**config.mk**
```make
export PLATFORM = sky130hd
export DESIGN_NAME = pe_isolation_ctrl
export DESIGN_NICKNAME = d
export VERILOG_FILES = /design/src/rtl/pe_iso_pkg.sv /design/src/rtl/pe_slot.sv /design/src/rtl/pe_reg_decode.sv /design/src/rtl/pe_path_filter.sv /design/src/rtl/pe_isolation_ctrl.sv
export SDC_FILE = /design/constraint.sdc
export NUM_CORES = 1
export LEC_CHECK = 0
export CAP_MARGIN = 20
export CELL_PAD_IN_SITES_DETAIL_PLACEMENT = 1
export CELL_PAD_IN_SITES_GLOBAL_PLACEMENT = 1
export CORE_UTILIZATION = 45
export DETAILED_ROUTE_END_ITERATION = 12
export PLACE_DENSITY = 0.84
export SLEW_MARGIN = 20
export SYNTH_ARGS = -nofsm -noshare
export SYNTH_HDL_FRONTEND = slang
export SYNTH_SLANG_ARGS = --single-unit
```
**constraint.sdc**
```tcl
create_clock -name clk -period 3.21 [get_ports clk]
set_input_delay 0.321 -clock clk [delete_from_list [all_inputs] [get_ports clk]]
set_output_delay 0.321 -clock clk [all_outputs]
set_load 0.02 [all_outputs]
```
**src/rtl/pe_iso_pkg.sv**
```systemverilog
package pe_iso_pkg;

  typedef enum logic [1:0] {
    SEL_CMD  = 2'd0,
    SEL_CTRL = 2'd1,
    SEL_STAT = 2'd2,
    SEL_NONE = 2'd3
  } reg_sel_e;

  localparam int unsigned CODE_REL_MMIO = 2;
  localparam int unsigned CODE_REL_DMA  = 3;

  localparam int CTRL_EN_BIT  = 0;
  localparam int CTRL_RST_BIT = 1;
  localparam int STAT_CLR_BIT = 2;

  // Packed status word: first field is the most significant bit (bit 4).
  typedef struct packed {
    logic rst_out;
    logic iso_en;
    logic fail_seen;
    logic dma_stop;
    logic mmio_stop;
  } pe_stat_t;

  localparam int STAT_W = $bits(pe_stat_t);

endpackage

```
**src/rtl/pe_slot.sv**
```systemverilog
module pe_slot
  import pe_iso_pkg::*;
#(
  parameter int RST_HOLD = 16
) (
  input  logic     clk,
  input  logic     rst_n,
  input  logic     fail_evt,
  input  logic     rel_mmio,
  input  logic     rel_dma,
  input  logic     ctrl_wr,
  input  logic     ctrl_en_val,
  input  logic     ctrl_rst_val,
  input  logic     clr_fail,
  output pe_stat_t stat_o,
  output logic     rst_req_o,
  output logic     uncontained_o
);

  localparam int CNT_W = $clog2(RST_HOLD + 1);

  logic             iso_en;
  logic             mmio_stop;
  logic             dma_stop;
  logic             fail_seen;
  logic             rst_req;
  logic [CNT_W-1:0] hold_cnt;

  // Named events, shared by the state logic and the assertions
  logic contained_fail;
  logic deassert_evt;

  assign contained_fail = fail_evt & iso_en;
  assign uncontained_o  = fail_evt & ~iso_en;
  assign deassert_evt   = ctrl_wr & ~ctrl_rst_val & rst_req;

  always_ff @(posedge clk) begin
    if (!rst_n) begin
      iso_en    <= 1'b1;
      mmio_stop <= 1'b0;
      dma_stop  <= 1'b0;
      fail_seen <= 1'b0;
      rst_req   <= 1'b0;
      hold_cnt  <= '0;
    end else begin
      if (ctrl_wr) begin
        iso_en  <= ctrl_en_val;
        rst_req <= ctrl_rst_val;
      end
      // A failure outranks any release arriving in the same cycle
      if (contained_fail)               mmio_stop <= 1'b1;
      else if (rel_mmio | deassert_evt) mmio_stop <= 1'b0;
      if (contained_fail)               dma_stop  <= 1'b1;
      else if (rel_dma | deassert_evt)  dma_stop  <= 1'b0;
      if (contained_fail)               fail_seen <= 1'b1;
      else if (clr_fail)                fail_seen <= 1'b0;
      if (deassert_evt)                 hold_cnt  <= CNT_W'(RST_HOLD);
      else if (hold_cnt != '0)          hold_cnt  <= hold_cnt - 1'b1;
    end
  end

  assign rst_req_o        = rst_req;
  assign stat_o.rst_out   = rst_req | (hold_cnt != '0);
  assign stat_o.iso_en    = iso_en;
  assign stat_o.fail_seen = fail_seen;
  assign stat_o.dma_stop  = dma_stop;
  assign stat_o.mmio_stop = mmio_stop;

  // contained failure sets all three bits on the next edge
  a_r2_fail_sets_all: assert property (@(posedge clk) disable iff (!rst_n)
    contained_fail |=> (mmio_stop && dma_stop && fail_seen));

  // a disabled PE that was running stays running after a failure
  a_r5_disabled_no_stop: assert property (@(posedge clk) disable iff (!rst_n)
    (fail_evt && !iso_en && !mmio_stop && !dma_stop) |=> (!mmio_stop && !dma_stop));

  // reset deassertion clears both stop states
  a_r8_deassert_clears: assert property (@(posedge clk) disable iff (!rst_n)
    (deassert_evt && !fail_evt) |=> (!mmio_stop && !dma_stop));

  // the reset output is still high right after the deassert edge
  a_r8_hold_starts: assert property (@(posedge clk) disable iff (!rst_n)
    deassert_evt |=> stat_o.rst_out);

  // sticky flag survives until write-one-to-clear
  a_r9_sticky_held: assert property (@(posedge clk) disable iff (!rst_n)
    (fail_seen && !clr_fail) |=> fail_seen);

endmodule

```
**src/rtl/pe_reg_decode.sv**
```systemverilog
module pe_reg_decode
  import pe_iso_pkg::*;
#(
  parameter int NUM_PE = 8,
  parameter int DATA_W = 8,
  localparam int PE_W   = $clog2(NUM_PE),
  localparam int ADDR_W = PE_W + 2
) (
  input  logic                  reg_wr,
  input  logic [ADDR_W-1:0]     reg_addr,
  input  logic [DATA_W-1:0]     reg_wdata,
  input  pe_stat_t [NUM_PE-1:0] stat_i,
  input  logic [NUM_PE-1:0]     rst_req_i,
  output logic [NUM_PE-1:0]     rel_mmio_o,
  output logic [NUM_PE-1:0]     rel_dma_o,
  output logic [NUM_PE-1:0]     ctrl_wr_o,
  output logic [NUM_PE-1:0]     clr_fail_o,
  output logic                  ctrl_en_val_o,
  output logic                  ctrl_rst_val_o,
  output logic [DATA_W-1:0]     reg_rdata
);

  function automatic logic [PE_W-1:0] addr_pe(input logic [ADDR_W-1:0] a);
    return a[ADDR_W-1:2];
  endfunction

  function automatic reg_sel_e addr_sel(input logic [ADDR_W-1:0] a);
    return reg_sel_e'(a[1:0]);
  endfunction

  function automatic logic is_code(input logic [DATA_W-1:0] d, input int unsigned code);
    return d == DATA_W'(code);
  endfunction

  logic [PE_W-1:0] tgt_pe;
  reg_sel_e        tgt_sel;

  assign tgt_pe         = addr_pe(reg_addr);
  assign tgt_sel        = addr_sel(reg_addr);
  assign ctrl_en_val_o  = reg_wdata[CTRL_EN_BIT];
  assign ctrl_rst_val_o = reg_wdata[CTRL_RST_BIT];

  for (genvar i = 0; i < NUM_PE; i++) begin : g_strobe
    logic hit;
    assign hit           = reg_wr && (tgt_pe == PE_W'(i));
    assign rel_mmio_o[i] = hit && (tgt_sel == SEL_CMD) && is_code(reg_wdata, CODE_REL_MMIO);
    assign rel_dma_o[i]  = hit && (tgt_sel == SEL_CMD) && is_code(reg_wdata, CODE_REL_DMA);
    assign ctrl_wr_o[i]  = hit && (tgt_sel == SEL_CTRL);
    assign clr_fail_o[i] = hit && (tgt_sel == SEL_STAT) && reg_wdata[STAT_CLR_BIT];
  end

  always_comb begin
    reg_rdata = '0;
    unique case (tgt_sel)
      SEL_CTRL: begin
        reg_rdata[CTRL_EN_BIT]  = stat_i[tgt_pe].iso_en;
        reg_rdata[CTRL_RST_BIT] = rst_req_i[tgt_pe];
      end
      SEL_STAT: reg_rdata[STAT_W-1:0] = stat_i[tgt_pe];
      default:  reg_rdata = '0;
    endcase
  end

endmodule

```
**src/rtl/pe_path_filter.sv**
```systemverilog
module pe_path_filter #(
  parameter int NUM_PE = 8,
  localparam int PE_W  = $clog2(NUM_PE)
) (
  input  logic              clk,
  input  logic              rst_n,
  input  logic              mmio_valid,
  input  logic              mmio_load,
  input  logic [PE_W-1:0]   mmio_pe,
  input  logic              mmio_fault,
  input  logic              dma_valid,
  input  logic [PE_W-1:0]   dma_pe,
  input  logic              dma_cpl,
  input  logic [NUM_PE-1:0] mmio_stop_vec,
  input  logic [NUM_PE-1:0] dma_stop_vec,
  input  logic [NUM_PE-1:0] iso_en_vec,
  output logic              mmio_fwd,
  output logic              mmio_all_ones,
  output logic              mmio_mchk,
  output logic              dma_fwd,
  output logic              dma_drop,
  output logic [NUM_PE-1:0] mmio_fail_vec
);

  logic mmio_blocked;
  logic dma_blocked;

  assign mmio_blocked  = mmio_stop_vec[mmio_pe] | mmio_fault;
  assign mmio_fwd      = mmio_valid & ~mmio_blocked;
  assign mmio_all_ones = mmio_valid & mmio_load & mmio_blocked;
  assign mmio_mchk     = mmio_all_ones & ~iso_en_vec[mmio_pe];

  assign dma_blocked   = ~dma_cpl & dma_stop_vec[dma_pe];
  assign dma_fwd       = dma_valid & ~dma_blocked;
  assign dma_drop      = dma_valid & dma_blocked;

  for (genvar i = 0; i < NUM_PE; i++) begin : g_mfail
    assign mmio_fail_vec[i] = mmio_valid & mmio_fault & (mmio_pe == PE_W'(i));
  end

  // a stopped PE never sees an MMIO access
  a_r4_stopped_not_fwd: assert property (@(posedge clk) disable iff (!rst_n)
    (mmio_valid && mmio_stop_vec[mmio_pe]) |-> !mmio_fwd);

  // contained PEs never raise machine check
  a_r4_contained_no_mchk: assert property (@(posedge clk) disable iff (!rst_n)
    (mmio_valid && iso_en_vec[mmio_pe]) |-> !mmio_mchk);

  // completions always pass
  a_r6_cpl_passes: assert property (@(posedge clk) disable iff (!rst_n)
    (dma_valid && dma_cpl) |-> dma_fwd);

  // new DMA from a DMA-stopped PE is refused
  a_r6_new_blocked: assert property (@(posedge clk) disable iff (!rst_n)
    (dma_valid && !dma_cpl && dma_stop_vec[dma_pe]) |-> (!dma_fwd && dma_drop));

endmodule

```
**src/rtl/pe_isolation_ctrl.sv**
```systemverilog
module pe_isolation_ctrl
  import pe_iso_pkg::*;
#(
  parameter int NUM_PE   = 8,
  parameter int RST_HOLD = 16,
  parameter int DATA_W   = 8,
  localparam int PE_W    = $clog2(NUM_PE),
  localparam int ADDR_W  = PE_W + 2
) (
  input  logic              clk,
  input  logic              rst_n,
  input  logic              mmio_valid,
  input  logic              mmio_load,
  input  logic [PE_W-1:0]   mmio_pe,
  input  logic              mmio_fault,
  output logic              mmio_fwd,
  output logic              mmio_all_ones,
  output logic              mmio_mchk,
  input  logic              dma_valid,
  input  logic [PE_W-1:0]   dma_pe,
  input  logic              dma_cpl,
  output logic              dma_fwd,
  output logic              dma_drop,
  input  logic              fail_valid,
  input  logic [PE_W-1:0]   fail_pe,
  input  logic [NUM_PE-1:0] fail_mask,
  input  logic              reg_wr,
  input  logic [ADDR_W-1:0] reg_addr,
  input  logic [DATA_W-1:0] reg_wdata,
  output logic [DATA_W-1:0] reg_rdata,
  output logic [NUM_PE-1:0] pe_rst,
  output logic              sys_err
);

  function automatic logic [NUM_PE-1:0] fabric_hits(
    input logic              vld,
    input logic [PE_W-1:0]   pe,
    input logic [NUM_PE-1:0] mask
  );
    logic [NUM_PE-1:0] v;
    v = '0;
    if (vld) begin
      v     = mask;
      v[pe] = 1'b1;
    end
    return v;
  endfunction

  pe_stat_t [NUM_PE-1:0] stat;
  logic [NUM_PE-1:0] rst_req;
  logic [NUM_PE-1:0] uncontained_vec;
  logic [NUM_PE-1:0] fail_vec;
  logic [NUM_PE-1:0] mmio_fail_vec;
  logic [NUM_PE-1:0] rel_mmio, rel_dma, ctrl_wr, clr_fail;
  logic [NUM_PE-1:0] mmio_stop_vec, dma_stop_vec, iso_en_vec;
  logic              ctrl_en_val, ctrl_rst_val;
  logic              any_uncontained;

  assign fail_vec        = fabric_hits(fail_valid, fail_pe, fail_mask) | mmio_fail_vec;
  assign any_uncontained = |uncontained_vec;

  pe_reg_decode #(.NUM_PE(NUM_PE), .DATA_W(DATA_W)) u_decode (
    .reg_wr         (reg_wr),
    .reg_addr       (reg_addr),
    .reg_wdata      (reg_wdata),
    .stat_i         (stat),
    .rst_req_i      (rst_req),
    .rel_mmio_o     (rel_mmio),
    .rel_dma_o      (rel_dma),
    .ctrl_wr_o      (ctrl_wr),
    .clr_fail_o     (clr_fail),
    .ctrl_en_val_o  (ctrl_en_val),
    .ctrl_rst_val_o (ctrl_rst_val),
    .reg_rdata      (reg_rdata)
  );

  for (genvar i = 0; i < NUM_PE; i++) begin : g_pe
    pe_slot #(.RST_HOLD(RST_HOLD)) u_slot (
      .clk           (clk),
      .rst_n         (rst_n),
      .fail_evt      (fail_vec[i]),
      .rel_mmio      (rel_mmio[i]),
      .rel_dma       (rel_dma[i]),
      .ctrl_wr       (ctrl_wr[i]),
      .ctrl_en_val   (ctrl_en_val),
      .ctrl_rst_val  (ctrl_rst_val),
      .clr_fail      (clr_fail[i]),
      .stat_o        (stat[i]),
      .rst_req_o     (rst_req[i]),
      .uncontained_o (uncontained_vec[i])
    );
    assign mmio_stop_vec[i] = stat[i].mmio_stop;
    assign dma_stop_vec[i]  = stat[i].dma_stop;
    assign iso_en_vec[i]    = stat[i].iso_en;
    assign pe_rst[i]        = stat[i].rst_out;
  end

  pe_path_filter #(.NUM_PE(NUM_PE)) u_filter (
    .clk           (clk),
    .rst_n         (rst_n),
    .mmio_valid    (mmio_valid),
    .mmio_load     (mmio_load),
    .mmio_pe       (mmio_pe),
    .mmio_fault    (mmio_fault),
    .dma_valid     (dma_valid),
    .dma_pe        (dma_pe),
    .dma_cpl       (dma_cpl),
    .mmio_stop_vec (mmio_stop_vec),
    .dma_stop_vec  (dma_stop_vec),
    .iso_en_vec    (iso_en_vec),
    .mmio_fwd      (mmio_fwd),
    .mmio_all_ones (mmio_all_ones),
    .mmio_mchk     (mmio_mchk),
    .dma_fwd       (dma_fwd),
    .dma_drop      (dma_drop),
    .mmio_fail_vec (mmio_fail_vec)
  );

  always_ff @(posedge clk) begin
    if (!rst_n) sys_err <= 1'b0;
    else        sys_err <= any_uncontained;
  end

  // upward error only follows a failure on a disabled PE
  a_r10_syserr_source: assert property (@(posedge clk) disable iff (!rst_n)
    sys_err |-> $past(any_uncontained));

  // every PE hit by a masked report is stopped on the next edge if enabled
  a_r3_mask_stops: assert property (@(posedge clk) disable iff (!rst_n)
    (fail_valid && ((fail_mask & iso_en_vec) != '0))
      |=> ((($past(fail_mask & iso_en_vec)) & ~(mmio_stop_vec & dma_stop_vec)) == '0));

endmodule

```
==> impl_metrics.yaml, run 1 <==
run_status:
  outcome: "complete, no violations"
routing:
  num_vias: 4143
  firstDrtPassIters: 4
  post_drt_wl_per_cell_um: 18.9
  antenna_left: 0
  wl_um: 13200
  drc: 0
  dr.first_iter.drc_count: 113
  via_per_inst: 5.91
final_layout:
  final_net_count: 614
  register_area_um2: 1620
  fin_cells: 701
  num-fill-cells: 1165
  drive_gt1_frac: 0.125
  area_growth_pct: 22.4
  final_util: 0.564
  diodes: 0
  multi_input_area_um2: 2650
logic_synthesis:
  synthesis.area_um2: 4490
  yosys-top-cells-area: "dfxtp_1, mux4_2, nand2_1"
  synth_edf_count: 0
  yosysMostFrequentCell: "dfxtp_1"
  synth_largest_area_cell: "dfxtp_1"
  synth_ff_type: "dfxtp_1"
  synthDistinctLibCells: 57
  synth_area_per_cell_um2: 8.92
  synth_seq_cells: 81
  async_flop_share: 0
  synthCells: 503
  yosysTopAreaCellShare: 0.361
  yosys_warnings: 0
  synth_top_cells_by_count: "dfxtp_1, nand2_1, nor2_1"
  yosysSeqAreaShare: 0.361
clock_network:
  cts_setup_buffers: 0
  ctsResizeCount: 1
  numCtsBuffers: 9
  clk_latency_ns: 0.36
  cts_tree: "done"
  clk_pin_slew_worst_paths_ns: 0.08
  cts_buffer_depth: 2
  clock-sinks: 81
  htree_num_levels: 3
  root_buffer: "clkbuf_8"
  cts_hold_buf: 0
placed_design:
  place.gp.congestion: 0.858
  hpwlAfterDp_um: 10500
  io_buffers: 57
  dpl.cell_count: 686
floorplanning:
  core.rowCount: 36
  initial_core_util: 0.461
  dieArea_um2: 10400
  die_x_um: 102
  die_h_um: 102
  core_um2: 9730
  ios: 61
pwr:
  p_switching_w: 0.00151
  leakage_nw: 2.14
  p_int_w: 0.00254
  combinationalPowerShare: 0.444
  seqPwrFrac: 0.350
  swShare: 0.372
  ir_drop_v: 0.000287
  pwr-share-clk: 0.206
  power_density_nw_per_um2: 738
grt:
  grt_pass1_wl_um: 21200
  grt_max_degree: 36
  antenna_found_initial: 0
  gr-total-overflow: 0
  grt.total_usage: 0.269
  grt_pass1_vias: 4232
job:
  cap_violations: 0
setup_path:
  cp.required_ns: 2.89
  worstRegToRegCells: 7
  endpoint: "reg_rdata[0]"
  timing.rr.start: "g_pe[1].u_slot.hold_cnt[0]"
  critPathMaxFanout: 35
  worstSetupPathType: "in2out"
  crit_path_start_kind: "input port"
  reg2reg_to: "g_pe[1].u_slot.hold_cnt[1]"
  crit_arrival_ns: 2.61
  ff2ff_setup_slack_ns: 1.37
  endpoint_kind: "output port"
  crit_start: "reg_addr[3]"
worst_hold_path:
  min_delay_path_depth: 2
  hold_class: "reg2reg"
timing:
  maxSlewViolCount: 0
  rsz0062_at_grt: "no"
  fin_crit_ns: 2.93
  slew_headroom: 0.339
  fin_skew_ns: 0.00511
  setup_viol: 0
  setup_tns_ns: 0
  tightest_slew_ns: 0.989
  hold_viol_final: 0
  finalCritPeriodShare: 0.914
  holdWs_ns: 0.456
  fmax_mhz: 341
-- metrics by stage --
step                      setup WS (ns)  total power, W  instance area, µm²
after CTS                        0.0155         0.00408                5490
after global routing              0.193         0.00431                5490
after floorplan                   0.974         0.00263                4500
final                             0.277         0.00405                5490
after detailed placement          0.299         0.00323                5270
after global placement            0.344         0.00309                5270
-- placed cells by master (no fill, tap or decap), drive strengths merged, types with 3 or more instances in the layout --
master	instances
buf	15
dfxtp	81
nor4	3
and4b	4
nor3	28
nand4b	8
nor4bb	3
xnor2	24
o22ai	3
nand2b	4
o21ai	8
nor2b	11
conb	3
mux4	16
and3b	3
a21boi	16
a221o	3
mux2i	9
nand3	11
a31o	16
a211oi	8
o31ai	3
ha	11
a221oi	6
nand2	61
clkbuf	10
or3	3
and3	5
inv	32
and2	12
or4	3
nor2	45
o311ai	3
clkdlybuf4s50	56
o211ai	5
or4b	8
-- area by class of cell --
cell class	instances	area share
Clock buffer	10	0.0251
Clock inverter	5	0.0146
Inverter	33	0.0226
Multi-Input combinational cell	367	0.483
Sequential cell	81	0.295
Tap cell	133	0.0303
Timing Repair Buffer	72	0.129
-- worst min-delay path by stage --
| stage | start | end | slack (ns) |
|---|---|---|---|
| 2_1_floorplan | g_pe[3].u_slot.fail_seen | g_pe[3].u_slot.fail_seen | 0.43 |
| 3_3_place_gp | g_pe[3].u_slot.fail_seen | g_pe[3].u_slot.fail_seen | 0.45 |
| 3_5_place_dp | g_pe[3].u_slot.fail_seen | g_pe[3].u_slot.fail_seen | 0.45 |
| 4_1_cts | g_pe[3].u_slot.fail_seen | g_pe[3].u_slot.fail_seen | 0.46 |
| 5_1_grt | g_pe[3].u_slot.fail_seen | g_pe[3].u_slot.fail_seen | 0.47 |
| 6_report | g_pe[3].u_slot.fail_seen | g_pe[3].u_slot.fail_seen | 0.46 |
-- power groups by stage --
stage / registers, W / clock network (W) / logic (W)
3_3_place_gp: 0.00142 / 0 / 0.00168
6_report: 0.00142 / 0.000833 / 0.00180
5_1_grt: 0.00145 / 0.000894 / 0.00197
4_1_cts: 0.00142 / 0.000840 / 0.00182
2_1_floorplan: 0.00138 / 0 / 0.00125
3_5_place_dp: 0.00144 / 0 / 0.00179
-- metal layers --
layer / routed length (µm) / global-route usage / vias to the layer above
met4: 496 / 0.137 / 0
li1: - / - / 1928
met2: 6670 / 0.468 / 133
met1: 5390 / 0.319 / 2042
met5: 0 / 0 / -
met3: 690 / 0.0472 / 40
-- flip-flops by register name (all words and copies together) (netlist names) --
| signal | count |
|---|---|
| g_pe.u_slot.hold_cnt | 40 |
| g_pe.u_slot.rst_req_o | 8 |
| g_pe.u_slot.mmio_stop | 8 |
| g_pe.u_slot.fail_seen | 8 |
| sys_err | 1 |
| g_pe.u_slot.iso_en | 8 |
| g_pe.u_slot.dma_stop | 8 |
-- cells by family (layout without fill, tap and decap cells) --
logic type | after synthesis | after routing | share of synthesized area
xor+xnor | 24 | 24 | 0.0468
flops | 81 | 81 | 0.361
buf+inv | 57 | 120 | 0.0507
mux | 26 | 26 | 0.103
simple gates | 221 | 221 | 0.263
fa+ha+maj | 11 | 11 | 0.0307
compound gates | 82 | 82 | 0.144
other cells | 1 | 3 | 0.000836
-- critical path: stages --
cell and delay (ns):
clkdlybuf4s50_1 0.51, buf_12 0.21, mux4_2 0.53, mux2i_1 0.21, o22ai_1 0.10, and2_1 0.17, clkdlybuf4s50_1 0.54
Note: power is estimated with default switching activity, not from simulation.
==> run 2: changes to the inputs <==
Settings changed: ABC_CLOCK_PERIOD_IN_PS from default to 3210, GPL_TIMING_DRIVEN from default to 0.
==> run 2 against run 1 <==
Net effect:
- sequential power hardly changed
- clock-buffer cell count is 3 higher
- clock skew is 0.0046 ns higher
- flip-flop and latch count stayed put
- first-iteration DRC count is 57% higher
- die area stayed put
- cell area is 2.0% lower
- clock power is 9.0% lower
- utilization is 1.1 points lower
- power is 3.1% lower
- critical path depth stayed put
- critical path type unchanged
- critical endpoint unchanged
==> impl_metrics.yaml, run 2 (synthesized netlist as in run 1, its figures left out) <==
clock_network:
  cts_tree: "done"
  numCtsBuffers: 9
  clk_latency_ns: 0.37
  clk_pin_slew_worst_paths_ns: 0.08
  clock-sinks: 81
  root_buffer: "clkbuf_8"
  cts_hold_buf: 0
  cts_buffer_depth: 2
  htree_num_levels: 3
routing:
  drc: 0
  num_vias: 4195
  wl_um: 14000
  firstDrtPassIters: 4
  post_drt_wl_per_cell_um: 19.8
  dr.first_iter.drc_count: 177
  antenna_left: 0
  via_per_inst: 5.94
final_layout:
  diodes: 0
  final_common_cell: "dfxtp_1"
  final_util: 0.553
  drive_gt1_frac: 0.110
  largest_register: "g_pe.u_slot.hold_cnt"
  area_growth_pct: 19.9
  largest_reg_flops: 40
  final_cell_mix: "dfxtp_1, nand2_1, clkdlybuf4s50_1"
  final_net_count: 618
timing:
  fmax_mhz: 317
  hold_viol_final: 0
  setup_viol: 0
  rsz0062_at_grt: "no"
  fin_crit_ns: 3.16
  fin_skew_ns: 0.00972
  tightest_slew_ns: 0.913
  slew_headroom: 0.386
  maxSlewViolCount: 0
  finalCritPeriodShare: 0.984
floorplanning:
  core_um2: 9730
  die_x_um: 102
  initial_core_util: 0.461
  dieArea_um2: 10400
  ios: 61
  core.rowCount: 36
  die_h_um: 102
setup_path:
  critical_path.max_stage_delay_ns: 0.63
  worstRegToRegCells: 6
  worstSetupPathType: "in2out"
  crit_family: "buffers and inverters"
  crit_arrival_ns: 2.84
  path_buf_inv: 3
  ff2ff_setup_slack_ns: 1.47
  endpoint_kind: "output port"
  critPathMaxFanout: 10
  path_common_cell: "clkdlybuf4s50_1"
  timing.rr.start: "g_pe[1].u_slot.hold_cnt[0]"
  reg2reg_to: "g_pe[1].u_slot.hold_cnt[1]"
  path_cells: "clkdlybuf4s50_1 -> clkbuf_2 -> mux4_2 -> mux2i_1 -> o22ai_1 -> and2_1 -> clkdlybuf4s50_1"
  cp.required_ns: 2.89
  crit_path_start_kind: "input port"
  crit_path_top_delay_cell: "clkdlybuf4s50_1"
grt:
  gr-total-overflow: 0
  grt_pass1_vias: 4304
  antenna_found_initial: 0
  grt.total_usage: 0.284
  grt_pass1_wl_um: 22100
  grt_max_degree: 13
worst_hold_path:
  holdCritStartpoint: "g_pe[3].u_slot.fail_seen"
  hold_class: "reg2reg"
  min_delay_path_depth: 2
  hold_end: "g_pe[3].u_slot.fail_seen"
pwr:
  power_density_nw_per_um2: 730
  total_power_w: 0.00393
  ir_drop_v: 0.000282
  leakage_nw: 2.08
placed_design:
  hpwlAfterDp_um: 10700
  place.gp.congestion: 0.894
  io_buffers: 52
run_status:
  outcome: "complete, no violations"
job:
  cap_violations: 0
==> run 2: cell types whose count changed in the layout (fill, tap and decap cells not counted) <==
cell             before  now
clkbuf_1              0   19
buf_4                13    3
clkdlybuf4s50_1      56   51
buf_2                 0    3
buf_12                2    0
clkbuf_2              0    2
clkinv_2              1    3
clkinvlp_4            2    0
bufinv_16             2    1
clkinv_1              1    0
dlygate4sd2_1         0    1
dlymetal6s2s_1        1    0
==> run 2: worst register-to-register path, stage by stage (launching register included) <==
cell      delay (ns)
dfxtp_1         0.32
inv_1           0.09
ha_1            0.19
or3b_2          0.51
nor2_2          0.27
nor2b_1         0.09
a211oi_1        0.19
==> run 2: where the power goes <==
group	switching, W	internal (W)	leakage [nW]
Sequential	0.000186	0.00123	0.668
Combinational	0.000922	0.000832	1.31
Clock	0.000378	0.000380	0.0974
Total	0.00149	0.00244	2.08
==> run 2: metrics by stage <==
stage          std cells  instance area (µm²)  setup TNS [ns]  hold WS (ns)  setup slack (ns)
2_1_floorplan        505                 4500               0         0.431             0.974
3_3_place_gp         690                 5180          -0.179         0.443            -0.179
3_5_place_dp         690                 5180          -0.281         0.449            -0.204
4_1_cts              706                 5380               0         0.462            0.0936
5_1_grt              706                 5380               0         0.494            0.0149
6_report             706                 5380               0         0.468            0.0526
==> run 2: how the worst max path moves through the flow <==
stage	from	end	slack [ns]	cells after the start
6_report	reg_addr[4]	reg_rdata[0]	0.05	7
5_1_grt	reg_addr[4]	reg_rdata[0]	0.01	7
4_1_cts	reg_addr[3]	reg_rdata[2]	0.09	7
3_5_place_dp	reg_addr[4]	reg_rdata[4]	-0.20	6
3_3_place_gp	reg_addr[4]	reg_rdata[4]	-0.18	6
2_1_floorplan	mmio_pe[0]	mmio_fwd	0.97	4
==> run 2: area by class of cell <==
class,count,area (µm²)
inverters,33,125
fillers,1181,4350
plain buffers,24,108
clock inverters,3,40.0
clock buffers,13,149
repair buffers,52,519
flip-flops and latches,81,1620
multi-input cells,367,2650
well taps,133,166
==> run 2: repair_timing <==
item,in CTS,in global routing
buffers inserted,0,0
endpoints found under the setup margin,3,1
gates resized for setup,6,2
==> run 2: per-layer routing <==
layer	routed length (µm)	part of all wire	GRT usage	vias to the layer above
met5	0	0	0	-
met4	514	0.037	0.153	0
met3	720	0.052	0.0424	44
met2	6790	0.49	0.484	154
met1	5950	0.43	0.347	2053
li1	-	-	-	1944
